## src/rtl/pkd_rshift_pkg.sv

```systemverilog
package pkd_rshift_pkg;

    typedef enum logic [1:0] {
        FN_BYTE_SRA = 2'd0,
        FN_HALF_SRL = 2'd1,
        FN_PACK     = 2'd2,
        FN_NONE     = 2'd3
    } rsh_func_e;

    typedef struct packed {
        rsh_func_e   func;
        logic        rnd;
        logic [31:0] hi_word;
        logic [31:0] lo_word;
    } rsh_req_t;

    function automatic logic [31:0] join_halves(input logic [31:0] upper,
                                                input logic [31:0] lower);
        return {upper[15:0], lower[15:0]};
    endfunction

endpackage

```

## src/rtl/pkd_sra_round_lane.sv

```systemverilog
module pkd_sra_round_lane #(
    parameter int W = 8
) (
    input  logic [W-1:0]         val,
    input  logic [$clog2(W)-1:0] amt,
    input  logic                 rnd,
    output logic [W-1:0]         res
);
    logic [W-1:0] shifted;
    logic         guard;

    always_comb begin
        shifted = W'($signed(val) >>> amt);
        // last discarded bit decides the increment; zero count bypasses it
        guard   = rnd && (amt != '0) && val[amt - 1'b1];
        res     = shifted + {{(W-1){1'b0}}, guard};
    end
endmodule

```

## src/rtl/pkd_byte_sra.sv

```systemverilog
module pkd_byte_sra #(
    parameter int WORD_W = 32,
    parameter int LANE_W = 8
) (
    input  logic [WORD_W-1:0]         din,
    input  logic [$clog2(LANE_W)-1:0] amt,
    input  logic                      rnd,
    output logic [WORD_W-1:0]         dout
);
    localparam int NLANE = WORD_W / LANE_W;

    for (genvar k = 0; k < NLANE; k++) begin : g_lane
        pkd_sra_round_lane #(.W(LANE_W)) u_lane (
            .val (din[k*LANE_W +: LANE_W]),
            .amt (amt),
            .rnd (rnd),
            .res (dout[k*LANE_W +: LANE_W])
        );
    end
endmodule

```

## src/rtl/pkd_half_srl.sv

```systemverilog
module pkd_half_srl #(
    parameter int WORD_W = 32,
    parameter int LANE_W = 16
) (
    input  logic [WORD_W-1:0]         din,
    input  logic [$clog2(LANE_W)-1:0] amt,
    output logic [WORD_W-1:0]         dout
);
    localparam int NLANE = WORD_W / LANE_W;

    for (genvar k = 0; k < NLANE; k++) begin : g_lane
        assign dout[k*LANE_W +: LANE_W] = din[k*LANE_W +: LANE_W] >> amt;
    end
endmodule

```

## src/rtl/pkd_word_pack.sv

```systemverilog
module pkd_word_pack
    import pkd_rshift_pkg::*;
#(
    parameter int WORD_W = 32
) (
    input  logic [WORD_W-1:0]         upper_in,
    input  logic [WORD_W-1:0]         lower_in,
    input  logic [$clog2(WORD_W)-1:0] amt,
    input  logic                      rnd,
    output logic [WORD_W-1:0]         dout
);
    logic [WORD_W-1:0] red_upper, red_lower;

    pkd_sra_round_lane #(.W(WORD_W)) u_upper (
        .val (upper_in), .amt (amt), .rnd (rnd), .res (red_upper)
    );
    pkd_sra_round_lane #(.W(WORD_W)) u_lower (
        .val (lower_in), .amt (amt), .rnd (rnd), .res (red_lower)
    );

    assign dout = join_halves(red_upper, red_lower);
endmodule

```

## src/rtl/pkd_rshift_pack.sv

```systemverilog
module pkd_rshift_pack
    import pkd_rshift_pkg::*;
#(
    parameter int WORD_W = 32,
    parameter int BYTE_W = 8,
    parameter int HALF_W = 16
) (
    input  logic                      clk,
    input  logic                      rst,
    input  logic [1:0]                func_sel,
    input  logic                      round_en,
    input  logic                      var_amt,
    input  logic [WORD_W-1:0]         opnd_a,
    input  logic [WORD_W-1:0]         opnd_b,
    input  logic [$clog2(WORD_W)-1:0] shamt,
    output logic [WORD_W-1:0]         result
);
    localparam int BSH_W = $clog2(BYTE_W);
    localparam int HSH_W = $clog2(HALF_W);

    rsh_req_t          req;
    logic [BSH_W-1:0]  byte_amt;
    logic [HSH_W-1:0]  half_amt;
    logic [WORD_W-1:0] byte_res, half_res, pack_res;
    logic [WORD_W-1:0] result_d;

    always_comb begin
        req.func    = rsh_func_e'(func_sel);
        req.rnd     = round_en;
        req.hi_word = opnd_a;
        req.lo_word = opnd_b;
        byte_amt    = var_amt ? opnd_b[BSH_W-1:0] : shamt[BSH_W-1:0];
        half_amt    = var_amt ? opnd_b[HSH_W-1:0] : shamt[HSH_W-1:0];
    end

    pkd_byte_sra #(.WORD_W(WORD_W), .LANE_W(BYTE_W)) u_bytes (
        .din (req.hi_word), .amt (byte_amt), .rnd (req.rnd), .dout (byte_res)
    );

    pkd_half_srl #(.WORD_W(WORD_W), .LANE_W(HALF_W)) u_halves (
        .din (req.hi_word), .amt (half_amt), .dout (half_res)
    );

    pkd_word_pack #(.WORD_W(WORD_W)) u_pack (
        .upper_in (req.hi_word), .lower_in (req.lo_word),
        .amt (shamt), .rnd (req.rnd), .dout (pack_res)
    );

    always_comb begin
        unique case (req.func)
            FN_BYTE_SRA: result_d = byte_res;
            FN_HALF_SRL: result_d = half_res;
            FN_PACK:     result_d = pack_res;
            default:     result_d = '0;
        endcase
    end

    always_ff @(posedge clk) begin
        if (rst) result <= '0;
        else     result <= result_d;
    end
endmodule

```

## config.mk

```make
export PLATFORM = sky130hd
export DESIGN_NAME = pkd_rshift_pack
export DESIGN_NICKNAME = d
export VERILOG_FILES = /design/src/rtl/pkd_rshift_pkg.sv /design/src/rtl/pkd_sra_round_lane.sv /design/src/rtl/pkd_byte_sra.sv /design/src/rtl/pkd_half_srl.sv /design/src/rtl/pkd_word_pack.sv /design/src/rtl/pkd_rshift_pack.sv
export SDC_FILE = /design/constraint.sdc
export NUM_CORES = 1
export LEC_CHECK = 0
export BUFFER_PORTS_ARGS = -buffer_cell sky130_fd_sc_hd__buf_2
export CAP_MARGIN = 5
export CORE_ASPECT_RATIO = 0.8
export CORE_MARGIN = 2
export CORE_UTILIZATION = 25
export CTS_BUF_LIST = sky130_fd_sc_hd__clkbuf_2 sky130_fd_sc_hd__clkbuf_4 sky130_fd_sc_hd__clkbuf_8
export DETAILED_ROUTE_END_ITERATION = 7
export PLACE_DENSITY_LB_ADDON = 0.08
export SLEW_MARGIN = 15
export SYNTH_ARGS = -nofsm -noshare
export SYNTH_HDL_FRONTEND = slang
export SYNTH_HIERARCHICAL = 1
export SYNTH_SLANG_ARGS = --single-unit
export TNS_END_PERCENT = 10
```

## constraint.sdc

```tcl
create_clock -name clk -period 8 [get_ports clk]
set_input_delay 1.6 -clock clk [delete_from_list [all_inputs] [get_ports clk]]
set_output_delay 1.6 -clock clk [all_outputs]
set_load 0.1 [all_outputs]
```

# After elaboration in Yosys (flattened, before gate mapping)
# Cells that the tools add are included.
[totals] reg_bits=32 latch_bits=0 ramBits=0 romBits=0 input_bits=75 out_inout_bits=32 wordCells=47 memories=0
[op_classes] addsub=8 multipliers=0 n_div=0 n_lt_le_gt_ge=2 n_eq_ne=2 shifts=8 muxes=15 bitwise_logic=0 reduce_logical=11
[op_table] cell="$pmux 32 s3" count=1
[op_table] cell="$sshr 32x5->16" count=2
[op_table] cell="$add 16x1->16" count=2
[op_table] cell="$add 8x1->8" count=4
[op_table] cell="$shr 16x4->16" count=2
[op_table] cell="$sshr 8x3->8" count=4
[op_table] cell="$bmux 1 s3" count=4
[op_table] cell="$bmux 1 s5" count=2
[op_table] cell="$logic_and 1x1->1" count=8
[op_table] cell="$lt 5x6->1 const B" count=1
[op_table] cell="$mux 1" count=6
[op_table] cell="$reduce_bool 5->1" count=1
[op_table] cell="$sub 5x1->5 const B" count=1
[op_table] cell="$lt 3x4->1 const B" count=1
[op_table] cell="$mux 4" count=1
[op_table] cell="$mux 3" count=1
[op_table] cell="$reduce_bool 3->1" count=1
[op_table] cell="$sub 3x1->3 const B" count=1
[op_table] cell="$eq 2x1->1 const B" count=1
[op_table] cell="$eq 2x2->1 const B" count=1
[op_table] cell="$logic_not 2->1" count=1

# Longest topological paths before layout
# Gate-level depths: netlist of the first run.
[depth] ltp_word=7 depth_mapped=21 ltp_nobuf=17

# Cells and area by module
# Netlist of the first run, hierarchy kept.
[modules_own_cells] mod="pkd_sra_round_lane at u_pack.u_lower ..." instances=2 cells_each=363 area_each_um2=3099.2 seq_area_each_um2=0.0
[modules_own_cells] mod="pkd_sra_round_lane at u_bytes.g_lane[0].u_lane ..." instances=4 cells_each=74 area_each_um2=624.3 seq_area_each_um2=0.0
[modules_own_cells] mod="pkd_rshift_pack" instances=1 cells_each=184 area_each_um2=1945.6 seq_area_each_um2=640.6
[modules_own_cells] mod="pkd_half_srl" instances=1 cells_each=185 area_each_um2=1490.2 seq_area_each_um2=0.0

# Least setup slack after synthesis of the first run
# OpenSTA, ideal clock, no wires.
[synth_timing] kind="in2reg" start="input shamt[0]" end="register result[30]" setup_ps=146 arrival_ps=5629 required_time_ps=7854 path_slack_ps=2225 stages=18 path_buffers=5 cell_sequence="buf_2 > buf_2 > buf_4 > buf_1 > mux4_2 > mux4_2 > nand3_1 > a21oi_1 > o21a_1 > ha_1 > ha_1 > nor2b_1 > nand4_1 > clkbuf_1 > nor3_1 > xor2_1 > a211oi_1 > a211oi_2"
[synth_between] word_cells_on_any_way=20 classes_between="4 x add/sub; 3 x shift; 7 x mux; 6 x reduce/logical"
[synth_rtl] element="from (decl)" line_no="pkd_rshift_pack.sv:15" rtl="input logic [$clog2(WORD_W)-1:0] shamt,"
[synth_rtl] element="$sub 5x1->5" line_no="pkd_sra_round_lane.sv:15" rtl="guard = rnd && (amt != '0) && val[amt - 1'b1];"
[synth_rtl] element="$bmux 1 s5" line_no="pkd_sra_round_lane.sv:15"
[synth_rtl] element="$mux 1 (not written as such)" line_no="pkd_sra_round_lane.sv:15"
[synth_rtl] element="$logic_and 1x1->1" line_no="pkd_sra_round_lane.sv:15"
[synth_rtl] element="$add 16x1->16 (*)" line_no="pkd_sra_round_lane.sv:16" rtl="res = shifted + {{(W-1){1'b0}}, guard};"
[synth_rtl] element="via pack_res[30]" line_no="pkd_rshift_pack.sv:24" rtl="logic [WORD_W-1:0] byte_res, half_res, pack_res;"
[synth_rtl] element="$pmux 32 s3 (*)" line_no="pkd_rshift_pack.sv:50" rtl="unique case (req.func)"
[synth_rtl] element="to (signal assigned)" line_no="pkd_rshift_pack.sv:60" rtl="else result <= result_d;"
[synth_rtl] element="to (decl)" line_no="pkd_rshift_pack.sv:16" rtl="output logic [WORD_W-1:0] result"
# Mark *: on every way through the listed nets, which the timed path passes. The rest lies on a longest branch. The select of a mux whose other input is x is not followed.
# A chain may end at the register's enable or synchronous reset.

# Worst setup path after layout of the first run
[layout_timing] start="input shamt[0]" end="register result[23]"
[layout_between] elab_chain_cells=7 word_cells_on_any_way=20 classes_between="4 x add/sub; 3 x shift; 7 x mux; 6 x reduce/logical"
[layout_lines] element="$mux 3 (*)" line_no="pkd_rshift_pack.sv:32" rtl="byte_amt = var_amt ? opnd_b[BSH_W-1:0] : shamt[BSH_W-1:0];"
[layout_lines] element="via byte_amt[0]" line_no="pkd_rshift_pack.sv:22" rtl="logic [BSH_W-1:0] byte_amt;"
[layout_lines] element="$sub 3x1->3" line_no="pkd_sra_round_lane.sv:15"
[layout_lines] element="$bmux 1 s3" line_no="pkd_sra_round_lane.sv:15"
[layout_lines] element="$mux 1 (not written as such)" line_no="pkd_sra_round_lane.sv:15"
[layout_lines] element="$logic_and 1x1->1" line_no="pkd_sra_round_lane.sv:15"
[layout_lines] element="$add 8x1->8 (*)" line_no="pkd_sra_round_lane.sv:16"
[layout_lines] element="via byte_res[23]" line_no="pkd_rshift_pack.sv:24"
[layout_lines] element="$pmux 32 s3 (*)" line_no="pkd_rshift_pack.sv:50"
# Marks and branches as above.

==> metrics, run 1 <==
Lkg Pwr 0.00422 uW; clock tree buffer depth 2; design area 11500 sq um; Final nets 1289; power consumption 1250 uW; status finished clean; Clock Sinks 32; Worst Max-Slew Pin Slew 1060 ps; Min-Delay Path Class primary input to flop; Worst-path clk slew 80 ps; hold buffer count at CTS 0; max_cap viols 0; RSZ-0062 raised after global routing false; drt wl/cell 24.6 um; area of placed instances 11400 sq um; sequential power share 14.2%; Tmin final 5810 ps; drt via density 5.69; Site Rows 68; P_sw 650 uW; IO Count 107; setup ws final 2190 ps; Sw Share 52.1%; GRT Util Overall 18.7%; CTS Root Cell clkbuf_8; Final setup viols 0; Largest stage delay, worst path 770 ps; Chip Width 237 um; crit share post-route 72.7%; port bufs 106; CTS tree built; Worst Setup Start Kind primary input; Slowest-stage cell, CP mux2_4; synthesized area 10800 sq um; average size of a mapped cell 9.05 sq um; Final Hold Vio Count 0; Top reg by flops result; Max FO, Critical Path 64; clock share of power 11.6%; fillers 4602; # DRC 0; layout cells sized above 1 29.6%; CTS H-tree lvls 2; Core Area 43000 sq um; required time worst endpoint 8140 ps; commonest cells after routing, fill and taps aside 102 x buf_2, 97 x mux2i_1, 86 x nand2_1; antenna violations before repair 3; largest net degree at the start of global routing 65; PD cells 109 nW/um^2; worst vdd ir 0.0511 mV; Int Power 598 uW; cells after synthesis 1197; Area Overhead vs Synth 6.07%; Fin Setup TNS 0 ps; crit path capture type flop; Starting DRT DRC Count 1025; vias in the first global route 9596; crit-path leading delay family multiplexers; commonest non-fill, non-tap cell in the layout buf_2; Die ar. 45000 sq um; critical path buffer and inverter count 2; Post-Place Worst Slack 1840 ps; starting density of the core 25.2%; Routed Antenna Nets 0; die height 190 um; Max-slew headroom 29.6%; max reg flops 32; DR pass1 iterations 5; Hold Crit Start func_sel[1]; CTS-repair resized insts 0; Fmax achieved 172 MHz; drt total wl 43100 um; Slew Limit Fails 0; Placer Congestion 0.868; YS warnings 6; post-CTS setup buffer count 0; top flop regs result: 32 flops; crit path DAT 5950 ps; Synth Net Count 1294; crit-path cells buf_6 -> mux2_4 -> inv_1 -> ha_1 -> mux4_2 -> mux2_2 -> a21oi_1 -> nor2b_1 -> ha_1 -> nor4b_2 -> o31ai_2 -> or3_1 -> nand3_1 -> nor2b_1 -> a211oi_1 -> a211oi_2; logic gate share of total power 74.2%; first-pass GRT wire length 65100 um; Detail Placement HPWL 31700 um; critical path class primary input to flop; critical path launch point shamt[0]; grt ovf 0; routed vias 9991; Num CTS Buffers 5
## per-stage QoR
step | cells | utilization (%) | hold slack, ps
2_1_floorplan | 1197 | - | 1670
3_3_place_gp | 1745 | 26.5 | 2150
3_5_place_dp | 1745 | 26.5 | 2150
4_1_cts | 1753 | 26.7 | 1950
5_1_grt | 1754 | 26.7 | 1990
6_report | 1755 | 26.7 | 1950
## layer usage
layer / track usage [%] / share of wire (%)
met5: 0 / 0
met4: 2.19 / 0.75
met3: 1.64 / 5.4
met1: 30.4 / 53
met2: 26.8 / 41
## power by group through the flow
| stage | logic, uW | clock network (uW) | registers (uW) |
|---|---|---|---|
| final | 926 | 145 | 177 |
| after global routing | 991 | 156 | 178 |
| after CTS | 922 | 153 | 177 |
| after detailed placement | 918 | 0 | 181 |
| after global placement | 931 | 0 | 181 |
| after floorplan | 592 | 0 | 279 |
## final timing paths
path	endpoint	depth (start not counted)
worst max-delay path	result[23]	16
worst min-delay path	result[10]	3
## cell type report
class / instances / area (sq um) / share of cell area (%)
Timing Repair Buffer: 122 / 664 / 5.78
Antenna cell: 2 / 5.00 / 0.0436
Tap cell: 560 / 701 / 6.10
Clock buffer: 8 / 97.6 / 0.850
Inverter: 29 / 109 / 0.948
Sequential cell: 32 / 641 / 5.58
Multi-Input combinational cell: 1002 / 9270 / 80.7
(Power assumes the default switching activity.)
==> run 2: changes to the inputs <==
==> constraint.sdc (replaced) <==
create_clock -name clk -period 4.7 [get_ports clk]
set_input_delay 0.94 -clock clk [delete_from_list [all_inputs] [get_ports clk]]
set_output_delay 0.94 -clock clk [all_outputs]
set_load 0.1 [all_outputs]
==> run 2 against run 1 <==
Net effect:
- die area is the same
- worst setup slack got worse by 1900 ps
- combinational power is 78% higher
- non-clock buffer count grew 70
- sequential power rose by 70%
- design area grew 5.1%
- final cell count increased by 3.9%
==> metrics, run 2 (synthesized netlist as in run 1, its figures left out) <==
required time worst endpoint 4830 ps (-3310 ps); starting density of the core 25.2% (unchanged); RSZ-0062 raised after global routing false; crit share post-route 94.4%; status finished clean; largest net degree at the start of global routing 88 (+35%); Final nets 1359 (+5.4%); # DRC 0 (unchanged); clock tree buffer depth 2 (unchanged); die height 190 um (unchanged); Chip Width 237 um (unchanged); commonest cells after routing, fill and taps aside 102 x buf_2, 97 x mux2i_1, 86 x nand2_1; vias in the first global route 9914 (+3.3%); PD cells 182 nW/um^2 (+67%); crit path DAT 4570 ps (-1380 ps); Fmax achieved 225 MHz; power consumption 2200 uW (+76%); Post-Place Cells 1815 (+4.0%); Site Rows 68 (unchanged); CTS tree built; Top reg by flops result; Worst Setup Start Kind primary input; Fin Setup TNS 0 ps (unchanged); Final Hold Vio Count 0 (unchanged); Num CTS Buffers 5 (unchanged); Routed Antenna Nets 0 (unchanged); Final Util 28.1% (+1.4 points); first-pass GRT wire length 67200 um (+3.2%); Starting DRT DRC Count 1024 (-0.098%); Tmin final 4440 ps; Slowest-stage cell, CP mux2_4; CTS H-tree lvls 2 (unchanged); max_cap viols 0 (unchanged); worst vdd ir 0.0777 mV (+52%); Die ar. 45000 sq um (unchanged); routed vias 10.4k (+4.3%); IO Count 107 (unchanged); Core Area 43000 sq um (unchanged); setup ws final 261 ps (-1920 ps); critical path launch point var_amt; CTS Root Cell clkbuf_8; Largest stage delay, worst path 420 ps (-350 ps); antenna violations before repair 1 (-2); Final Instance Count excl. Fillers 1823 (+3.9%); Placer Congestion 0.843 (-2.9%); Worst Max-Slew Pin Slew 1040 ps (-20.2 ps); area occupied by multi-input gates 9270 sq um (about the same); commonest non-fill, non-tap cell in the layout buf_2; layout cells sized above 1 33.5% (+3.9 points); Post-Place Worst Slack -9.36 ps (-1850 ps); register area 641 sq um (unchanged); Detail Placement HPWL 34400 um (+8.4%); GRT Util Overall 19.4% (+0.69 points); DR pass1 iterations 7 (+2); grt ovf 0 (unchanged); top flop regs result: 32 flops; drt via density 5.71 (+0.38%); Lkg Pwr 0.00458 uW (+8.6%); Worst-path clk slew 90 ps (about the same); Final setup viols 0 (unchanged); fillers 4591 (-0.24%); crit path capture type flop; critical path class primary input to flop; Max FO, Critical Path 14 (-78%); Max-slew headroom 30.9% (+1.3 points); drt total wl 44400 um (+3.1%); Min-Delay Path Class primary input to flop; drt wl/cell 24.4 um (-0.77%); CP Capture Point result[23]; crit-path cells buf_2 -> mux2_4 -> inv_1 -> ha_1 -> mux4_2 -> mux2_2 -> a21oi_1 -> nor2b_1 -> ha_1 -> nor4b_2 -> o31ai_2 -> buf_4 -> or3_1 -> nand3_1 -> nor2b_1 -> a211oi_1 -> a211oi_2; Area Overhead vs Synth 11.5%; max reg flops 32 (unchanged); hold buffer count at CTS 0 (unchanged); port bufs 106 (unchanged); Clock Sinks 32 (unchanged); Slew Limit Fails 0 (unchanged)
[run 2: changes by cell type in the layout (fill, tap and decap cells not counted), sizes merged]
cell,before,now
buf,122,192
clkbuf,8,7
diode,2,1
[run 2: critical path, delay by kind of cell]
kind            cells  cell delay, ps
mux                 3            1000
fa+ha+maj           2             600
simple gates        5             540
compound gates      4             990
buf+inv             3             500
[run 2: worst min path at each step]
| stage | start | endpoint | cells after the start |
|---|---|---|---|
| global route | func_sel[0] | result[30] | 2 |
| detailed placement | result[25] | result[25] | 1 |
| finish | func_sel[0] | result[15] | 2 |
| global placement | result[1] | result[1] | 1 |
| CTS | func_sel[0] | result[15] | 2 |
| floorplan | rst | result[25] | 1 |
[run 2: stage by stage]
step	hold slack [ps]	instance area, sq um
finish	1240	12100
global route	1270	12100
CTS	1240	12100
detailed placement	1490	12000
global placement	1490	12000
floorplan	1010	10800
[run 2: timing repair]
item / in CTS / in global routing
resized for setup: 0 / 1
setup buffers: 0 / 0
setup endpoints to repair: 0 / 1
hold endpoints to repair: 0 / 0
[run 2: routing by layer]
metal | vias to the layer above | GRT usage (%) | routed length (um)
li1 | 4756 | - | -
met1 | 5320 | 31.9 | 23700
met2 | 327 | 27.0 | 18000
met3 | 15 | 2.26 | 2520
met4 | 0 | 1.92 | 225
met5 | - | 0 | 0
[run 2: power by group]
group	leakage, uW	internal (uW)	total [uW]	switching [uW]
Sequential	0.000265	294	301	7.09
Combinational	0.00426	643	1650	1000
Clock	0.0000503	131	249	118
[run 2: cell type report]
cell class	count	share of cell area [%]
well taps	560	5.80
diodes	1	0.0207
flip-flops and latches	32	5.31
multi-input cells	1002	76.8
clock buffers	7	0.798
repair buffers	192	10.4
inverters	29	0.901
